File: config.mk
export PLATFORM = sky130hd
export DESIGN_NAME = acl_codec_link
export DESIGN_NICKNAME = d
export VERILOG_FILES = /design/src/rtl/acl_pkg.sv /design/src/rtl/acl_power_seq.sv /design/src/rtl/acl_frame_rx.sv /design/src/rtl/acl_frame_tx.sv /design/src/rtl/acl_codec_link.sv
export SDC_FILE = /design/constraint.sdc
export NUM_CORES = 1
export LEC_CHECK = 0
export BUFFER_PORTS_ARGS = -buffer_cell sky130_fd_sc_hd__buf_2
export CAP_MARGIN = 20
export CORE_ASPECT_RATIO = 0.5
export CORE_MARGIN = 5
export CORE_UTILIZATION = 60
export CTS_CLUSTER_DIAMETER = 120
export DETAILED_ROUTE_END_ITERATION = 8
export MAX_ROUTING_LAYER = met4
export PLACE_DENSITY = 0.88
export SYNTH_ARGS = -nofsm -noshare
export SYNTH_HDL_FRONTEND = slang
export SYNTH_HIERARCHICAL = 1
export SYNTH_SLANG_ARGS = --single-unit
File: constraint.sdc
create_clock -name clk_i -period 2.6 [get_ports clk_i]
set_clock_uncertainty 0.2 [all_clocks]
set_input_delay 0.39 -clock clk_i [delete_from_list [all_inputs] [get_ports clk_i]]
set_output_delay 0.39 -clock clk_i [all_outputs]
set_load 0.05 [all_outputs]
File: src/rtl/acl_pkg.sv
package acl_pkg;
    typedef enum logic [1:0] {
        LS_WAIT = 2'd0,
        LS_RUN  = 2'd1,
        LS_DOWN = 2'd2,
        LS_TEST = 2'd3
    } link_state_e;
endpackage

File: src/rtl/acl_power_seq.sv
module acl_power_seq #(
    parameter int WARM_MIN    = 12,
    parameter int RESTART_CYC = 2
) (
    input  logic clk_i,
    input  logic rst_ni,
    input  logic sync_i,
    input  logic sdo_i,
    input  logic pd_req_i,
    output logic run_o,
    output logic oe_o
);
    import acl_pkg::*;

    localparam int MAXC = (WARM_MIN > RESTART_CYC) ? WARM_MIN : RESTART_CYC;
    localparam int CW   = $clog2(MAXC + 1);

    typedef struct packed {
        link_state_e   state;
        logic          first;
        logic [CW-1:0] cnt;
        logic [CW-1:0] hi;
    } seq_t;

    seq_t q, d;

    always_comb begin
        d       = q;
        d.first = 1'b0;
        case (q.state)
            LS_WAIT: begin
                if (q.first && sdo_i) begin
                    d.state = LS_TEST;
                end else if (q.cnt == CW'(RESTART_CYC - 1)) begin
                    d.state = LS_RUN;
                    d.cnt   = '0;
                end else begin
                    d.cnt = q.cnt + 1'b1;
                end
            end
            LS_RUN: begin
                if (pd_req_i) begin
                    d.state = LS_DOWN;
                    d.hi    = '0;
                end
            end
            LS_DOWN: begin
                if (sync_i) begin
                    if (q.hi < CW'(WARM_MIN)) d.hi = q.hi + 1'b1;
                end else if (q.hi >= CW'(WARM_MIN)) begin
                    d.state = LS_WAIT;
                    d.cnt   = '0;
                    d.hi    = '0;
                end else begin
                    d.hi = '0;
                end
            end
            default: d.state = LS_TEST;
        endcase
    end

    always_ff @(posedge clk_i or negedge rst_ni) begin
        if (!rst_ni) begin
            q.state <= LS_WAIT;
            q.first <= 1'b1;
            q.cnt   <= '0;
            q.hi    <= '0;
        end else begin
            q <= d;
        end
    end

    assign run_o = (q.state == LS_RUN);
    assign oe_o  = (q.state != LS_TEST);
endmodule

File: src/rtl/acl_frame_rx.sv
module acl_frame_rx #(
    parameter int TAG_BITS  = 16,
    parameter int SLOT_BITS = 20,
    parameter int NUM_SLOTS = 12,
    parameter int IDX_W     = 7,
    parameter int DATA_W    = 16
) (
    input  logic              clk_i,
    input  logic              rst_ni,
    input  logic              run_i,
    input  logic              sync_i,
    input  logic              sdo_i,
    output logic              start_o,
    output logic              cmd_vld_o,
    output logic              cmd_rd_o,
    output logic [IDX_W-1:0]  cmd_idx_o,
    output logic [DATA_W-1:0] cmd_data_o
);
    localparam int FRAME_BITS = TAG_BITS + SLOT_BITS * NUM_SLOTS;
    localparam int CMD_BITS   = TAG_BITS + 2 * SLOT_BITS;
    localparam int CW         = $clog2(FRAME_BITS + 1);
    localparam int S1_TOP     = 2 * SLOT_BITS - 1;
    localparam int S2_TOP     = SLOT_BITS - 1;

    typedef struct packed {
        logic                sync_prev;
        logic                in_frame;
        logic [CW-1:0]       pos;
        logic [CMD_BITS-2:0] sr;
        logic                vld;
        logic                rd;
        logic [IDX_W-1:0]    idx;
        logic [DATA_W-1:0]   data;
    } rx_t;

    rx_t q, d;
    logic [CMD_BITS-1:0] full;
    logic                start;
    logic                tag_frame, tag_s1, tag_s2, is_rd;

    assign full      = {q.sr, sdo_i};
    assign start     = run_i && sync_i && !q.sync_prev;
    assign tag_frame = full[CMD_BITS-1];
    assign tag_s1    = full[CMD_BITS-2];
    assign tag_s2    = full[CMD_BITS-3];
    assign is_rd     = full[S1_TOP];

    always_comb begin
        d           = q;
        d.sync_prev = sync_i;
        d.vld       = 1'b0;
        if (!run_i) begin
            d.in_frame = 1'b0;
            d.pos      = '0;
        end else if (start) begin
            d.in_frame = 1'b1;
            d.pos      = CW'(1);
            d.sr       = {{(CMD_BITS-2){1'b0}}, sdo_i};
        end else if (q.in_frame) begin
            d.sr = full[CMD_BITS-2:0];
            if (q.pos < CW'(FRAME_BITS)) d.pos = q.pos + 1'b1;
            if (q.pos == CW'(CMD_BITS - 1)) begin
                d.vld  = tag_frame && tag_s1 && (is_rd || tag_s2);
                d.rd   = is_rd;
                d.idx  = full[S1_TOP-1 -: IDX_W];
                d.data = full[S2_TOP -: DATA_W];
            end
        end
    end

    always_ff @(posedge clk_i or negedge rst_ni) begin
        if (!rst_ni) begin
            q <= '0;
        end else begin
            q <= d;
        end
    end

    assign start_o    = start;
    assign cmd_vld_o  = q.vld;
    assign cmd_rd_o   = q.rd;
    assign cmd_idx_o  = q.idx;
    assign cmd_data_o = q.data;
endmodule

File: src/rtl/acl_frame_tx.sv
module acl_frame_tx #(
    parameter int TAG_BITS  = 16,
    parameter int SLOT_BITS = 20,
    parameter int IDX_W     = 7,
    parameter int DATA_W    = 16
) (
    input  logic              clk_i,
    input  logic              rst_ni,
    input  logic              run_i,
    input  logic              start_i,
    input  logic              rd_vld_i,
    input  logic [IDX_W-1:0]  idx_i,
    input  logic [DATA_W-1:0] rdata_i,
    output logic              sdi_o
);
    localparam int CMD_BITS = TAG_BITS + 2 * SLOT_BITS;
    localparam int S1_PAD   = SLOT_BITS - 1 - IDX_W;
    localparam int S2_PAD   = SLOT_BITS - DATA_W;

    typedef struct packed {
        logic                pend;
        logic [IDX_W-1:0]    pidx;
        logic [DATA_W-1:0]   pdata;
        logic [CMD_BITS-2:0] sr;
        logic                sdi;
    } tx_t;

    tx_t q, d;
    logic [CMD_BITS-1:0] load;
    logic [IDX_W-1:0]    echo_idx;
    logic [DATA_W-1:0]   echo_data;

    assign echo_idx  = q.pend ? q.pidx  : '0;
    assign echo_data = q.pend ? q.pdata : '0;
    assign load = {1'b1, q.pend, q.pend, {(TAG_BITS-3){1'b0}},
                   1'b0, echo_idx, {S1_PAD{1'b0}},
                   echo_data, {S2_PAD{1'b0}}};

    always_comb begin
        d = q;
        if (!run_i) begin
            d = '0;
        end else begin
            if (start_i) begin
                d.sdi  = load[CMD_BITS-1];
                d.sr   = load[CMD_BITS-2:0];
                d.pend = 1'b0;
            end else begin
                d.sdi = q.sr[CMD_BITS-2];
                d.sr  = {q.sr[CMD_BITS-3:0], 1'b0};
            end
            if (rd_vld_i) begin
                d.pend  = 1'b1;
                d.pidx  = idx_i;
                d.pdata = idx_i[0] ? '0 : rdata_i;
            end
        end
    end

    always_ff @(posedge clk_i or negedge rst_ni) begin
        if (!rst_ni) begin
            q <= '0;
        end else begin
            q <= d;
        end
    end

    assign sdi_o = q.sdi;
endmodule

File: src/rtl/acl_codec_link.sv
module acl_codec_link #(
    parameter int TAG_BITS    = 16,
    parameter int SLOT_BITS   = 20,
    parameter int NUM_SLOTS   = 12,
    parameter int IDX_W       = 7,
    parameter int DATA_W      = 16,
    parameter int WARM_MIN    = 12,
    parameter int RESTART_CYC = 2,
    parameter int PD_IDX      = 'h26,
    parameter int PD_BIT      = 12
) (
    input  logic              clk_i,
    input  logic              rst_ni,
    input  logic              sync_i,
    input  logic              sdo_i,
    output logic              sdi_o,
    output logic              bclk_run_o,
    output logic              link_oe_o,
    output logic [IDX_W-1:0]  reg_addr_o,
    output logic [DATA_W-1:0] reg_wdata_o,
    output logic              reg_we_o,
    output logic              reg_re_o,
    input  logic [DATA_W-1:0] reg_rdata_i
);
    logic              run, oe, start, pd_req, sdi_raw;
    logic              cmd_vld, cmd_rd;
    logic [IDX_W-1:0]  cmd_idx;
    logic [DATA_W-1:0] cmd_data;
    logic              we, re;

    assign we     = cmd_vld && !cmd_rd && !cmd_idx[0];
    assign re     = cmd_vld &&  cmd_rd && !cmd_idx[0];
    assign pd_req = we && (cmd_idx == IDX_W'(PD_IDX)) && cmd_data[PD_BIT];

    acl_power_seq #(
        .WARM_MIN    (WARM_MIN),
        .RESTART_CYC (RESTART_CYC)
    ) u_seq (
        .clk_i    (clk_i),
        .rst_ni   (rst_ni),
        .sync_i   (sync_i),
        .sdo_i    (sdo_i),
        .pd_req_i (pd_req),
        .run_o    (run),
        .oe_o     (oe)
    );

    acl_frame_rx #(
        .TAG_BITS  (TAG_BITS),
        .SLOT_BITS (SLOT_BITS),
        .NUM_SLOTS (NUM_SLOTS),
        .IDX_W     (IDX_W),
        .DATA_W    (DATA_W)
    ) u_rx (
        .clk_i      (clk_i),
        .rst_ni     (rst_ni),
        .run_i      (run),
        .sync_i     (sync_i),
        .sdo_i      (sdo_i),
        .start_o    (start),
        .cmd_vld_o  (cmd_vld),
        .cmd_rd_o   (cmd_rd),
        .cmd_idx_o  (cmd_idx),
        .cmd_data_o (cmd_data)
    );

    acl_frame_tx #(
        .TAG_BITS  (TAG_BITS),
        .SLOT_BITS (SLOT_BITS),
        .IDX_W     (IDX_W),
        .DATA_W    (DATA_W)
    ) u_tx (
        .clk_i    (clk_i),
        .rst_ni   (rst_ni),
        .run_i    (run),
        .start_i  (start),
        .rd_vld_i (cmd_vld && cmd_rd),
        .idx_i    (cmd_idx),
        .rdata_i  (reg_rdata_i),
        .sdi_o    (sdi_raw)
    );

    assign sdi_o       = sdi_raw && run;
    assign bclk_run_o  = run;
    assign link_oe_o   = oe;
    assign reg_addr_o  = cmd_idx;
    assign reg_wdata_o = cmd_data;
    assign reg_we_o    = we;
    assign reg_re_o    = re;
endmodule

==> run metrics <==
CP max stage delay=420 ps; relative slew slack=41.38%; Hold Violations, Final=0; synth top area cells=dfrtp_1 (62%), a22o_1 (6.6%), mux2_4 (4.0%); Worst Setup End Kind=output pin; yosys warns=6; WP data arrival=1860 ps; root buffer cell=clkbuf_16; Max Cap Viol=0; CP Class=flip-flop to output pin; Worst Setup SP=u_seq/q[10]; # rows=28; multi-input gate area in the final layout=2337 um^2; status=finished, final reports clean; CTS Buf Count=17; Data required, critical path=2010 ps; fraction of layout cells with a size suffix above 1=20.88%; antenna cells=0; number of DRC markers in iteration 0=361; first-pass GRT wire length=21,800 um; Final setup viols=0; Die H=87.36 um; TritonCTS clock tree=done; later-pin clock latency in the skew report=430 ps; largest net degree at the start of global routing=57; number of port buffers=47; Final Cycle Share=94.07%; Leak=3.954 nW; minimum clock period=2446 ps; core footprint=11,770 um^2; delay-heaviest family, CP=buffers and inverters; area of the die=14,390 um^2; Clock Pin Slew Worst Setup and Hold Paths=70 ps; fill cell count=783; Slew Limit Fails=0; dpl hpwl=7684 um; routed length per placed instance=17.69 um; Post-CTS Setup Inserts=0; Power Density=667.4 nW/um^2; Worst Tran Pin Value=877.4 ps; CP cell instances=inv_1 -> ha_1 -> buf_4 -> and2_1 -> buf_2; maximum clock insertion buffer count=2; hold_sp=reg_rdata_i[4]; Yosys reg bits=178; Synth top area share=61.67%; Syn Inst Count=526; Pwr Total=5.402 mW; Pre-antenna DRT Iters=5; io pins=48; Seq/Total Area, Yosys=62.04%; Nets=586; Die W=164.7 um; final std cell area, no fill=8094 um^2; Placement Cell Area=7400 um^2; initial antenna violation count=0; area leader, netlist=dfrtp_1; WL final=13,010 um; post-synth cell types=51; Max Clock Freq=408.9 MHz; Startpoint Class=flip-flop; Avg Inst Size Synth=13.65 um^2; Crit-path slowest cell=dfrtp_1; syn_nets=555; RR Startpoint=u_seq/q[10]; Final GP Congestion=0.7702; DR DRC count=0; Reg area=4456 um^2; synthesized area=7182 um^2; number of global-route vias before repair=4,297; RSZ-0062 raised after global routing=no; crit path max fanout=17; Setup TNS=0 ps; starting density of the core=61.01%; DR vias/cell=5.680; Max H-tree Level=4; total grt overflow=0; synthesis-to-finish area growth=12.70%; DR vias=4,175; worst ir drop on vdd=0.0003880 V; Hold WC Path Type=primary input to flip-flop; Bufs and invs on worst path=3; DRT antenna net count=0; worst reg-to-reg setup slack=350 ps; Tot GR Track Use=20.32%; Num Clock Sinks=178
[sequential cells by signal (all words and copies together), names as in the netlist]
signal	count
u_tx/load	1
u_seq/q	11
u_rx/cmd_rd_o	1
u_rx/cmd_idx_o	7
u_rx/cmd_data_o	16
u_rx/q	11
u_rx/full	55
u_tx/q	74
u_tx/sdi_o	1
u_rx/cmd_vld_o	1
[where the power goes]
group	switching, mW	internal [mW]	leakage (nW)
clock	1.23	1.31	0.288
sequential	0.000695	2.77	2.46
combinational	0.0671	0.0325	1.21
total	1.29	4.11	3.95
[cell usage after synthesis (all sizes together)]
library cell,n
a211o,1
a21boi,3
a21oi,4
a22o,54
a31oi,1
a32o,22
a32oi,1
a41oi,1
and2,30
and2b,1
and3,4
and4,1
and4b,1
and4bb,2
buf,44
clkbuf,11
conb,1
dfrtp,177
dfstp,1
ha,9
inv,7
mux2,26
mux2i,10
nand2,16
nand2b,20
nand3,1
nand3b,1
nand4,5
nand4b,1
nor2,13
nor2b,12
nor3,4
nor3b,1
o2111a,1
o21a,2
o21ai,11
o21bai,1
o2bb2ai,16
o31ai,1
or3,1
or3b,1
xnor2,3
xor2,3
[through the flow]
step	utilization [%]	instances	hold WS [ps]	setup slack, ps
after floorplan	-	526	-105.6	68.60
after global placement	62.86	694	177.0	428.4
after detailed placement	62.86	694	188.1	389.4
after CTS	68.76	735	2.525	137.2
after global routing	68.76	735	5.356	40.01
final	68.76	735	19.24	154.3
[cells by family (layout without fill, tap and decap cells)]
| kind of cell | after synthesis | in the layout | synth area share [%] |
|---|---|---|---|
| flip-flops | 178 | 178 | 62.04 |
| AO/OA/AOI/OAI | 119 | 119 | 13.99 |
| AND/OR/NAND/NOR | 115 | 115 | 9.564 |
| buffers and inverters | 62 | 106 | 5.592 |
| multiplexers | 36 | 36 | 6.463 |
| adder cells (fa/ha/maj) | 9 | 9 | 1.568 |
| XOR/XNOR | 6 | 6 | 0.7318 |
| other | 1 | 1 | 0.05221 |
[cell usage in the layout, fill, tap and decap left out, drive strengths merged, types with 10 or more instances in the layout]
master | synthesis | routed
o21ai | 11 | 11
dfrtp | 177 | 177
nor2 | 13 | 13
a32o | 22 | 22
nor2b | 12 | 12
mux2 | 26 | 26
buf | 44 | 58
o2bb2ai | 16 | 16
mux2i | 10 | 10
nand2 | 16 | 16
and2 | 30 | 30
a22o | 54 | 54
nand2b | 20 | 20
inv | 7 | 15
clkbuf | 11 | 17
[worst register-to-register path, stage by stage (launching register included)]
cell	delay, ps
dfrtp_1	420
inv_1	110
ha_1	220
buf_4	220
nor2b_4	760
and2_1	250
[metal layers]
metal  routed length (um)  track usage, %  part of all wire, %  up-vias
li1                     -               -                    -     1928
met1                 5874           26.91                   45     2132
met2                 6445           31.38                   50      103
met3                  581           4.728                  4.5       12
met4                  104           7.170                 0.80        0
met5                    0               -                    0        -
[cell type report]
cell class	instances	share of cell area (%)
Tap cell	165	2.551
Multi-Input combinational cell	286	28.88
Clock buffer	17	5.256
Inverter	7	0.3246
Timing Repair Buffer	67	5.735
Sequential cell	178	55.05
Clock inverter	15	2.211
[worst paths after layout]
kind                            cells past startpoint                   to
worst max-delay path                                5                sdi_o
worst min-delay path                                3           u_tx/q[60]
worst max register to register                      5           u_tx/q[31]
worst min register to register                      1           u_tx/q[45]
max in group asynchronous                           3  u_rx/cmd_data_o[12]
min in group asynchronous                           2         u_rx/full[1]
[repair_timing]
action	4_1_cts	5_1_grt
endpoints found under the hold margin	60	0
hold buffers	9	0
gates resized for setup	0	0
No activity file was read; power rests on OpenSTA's default activity.
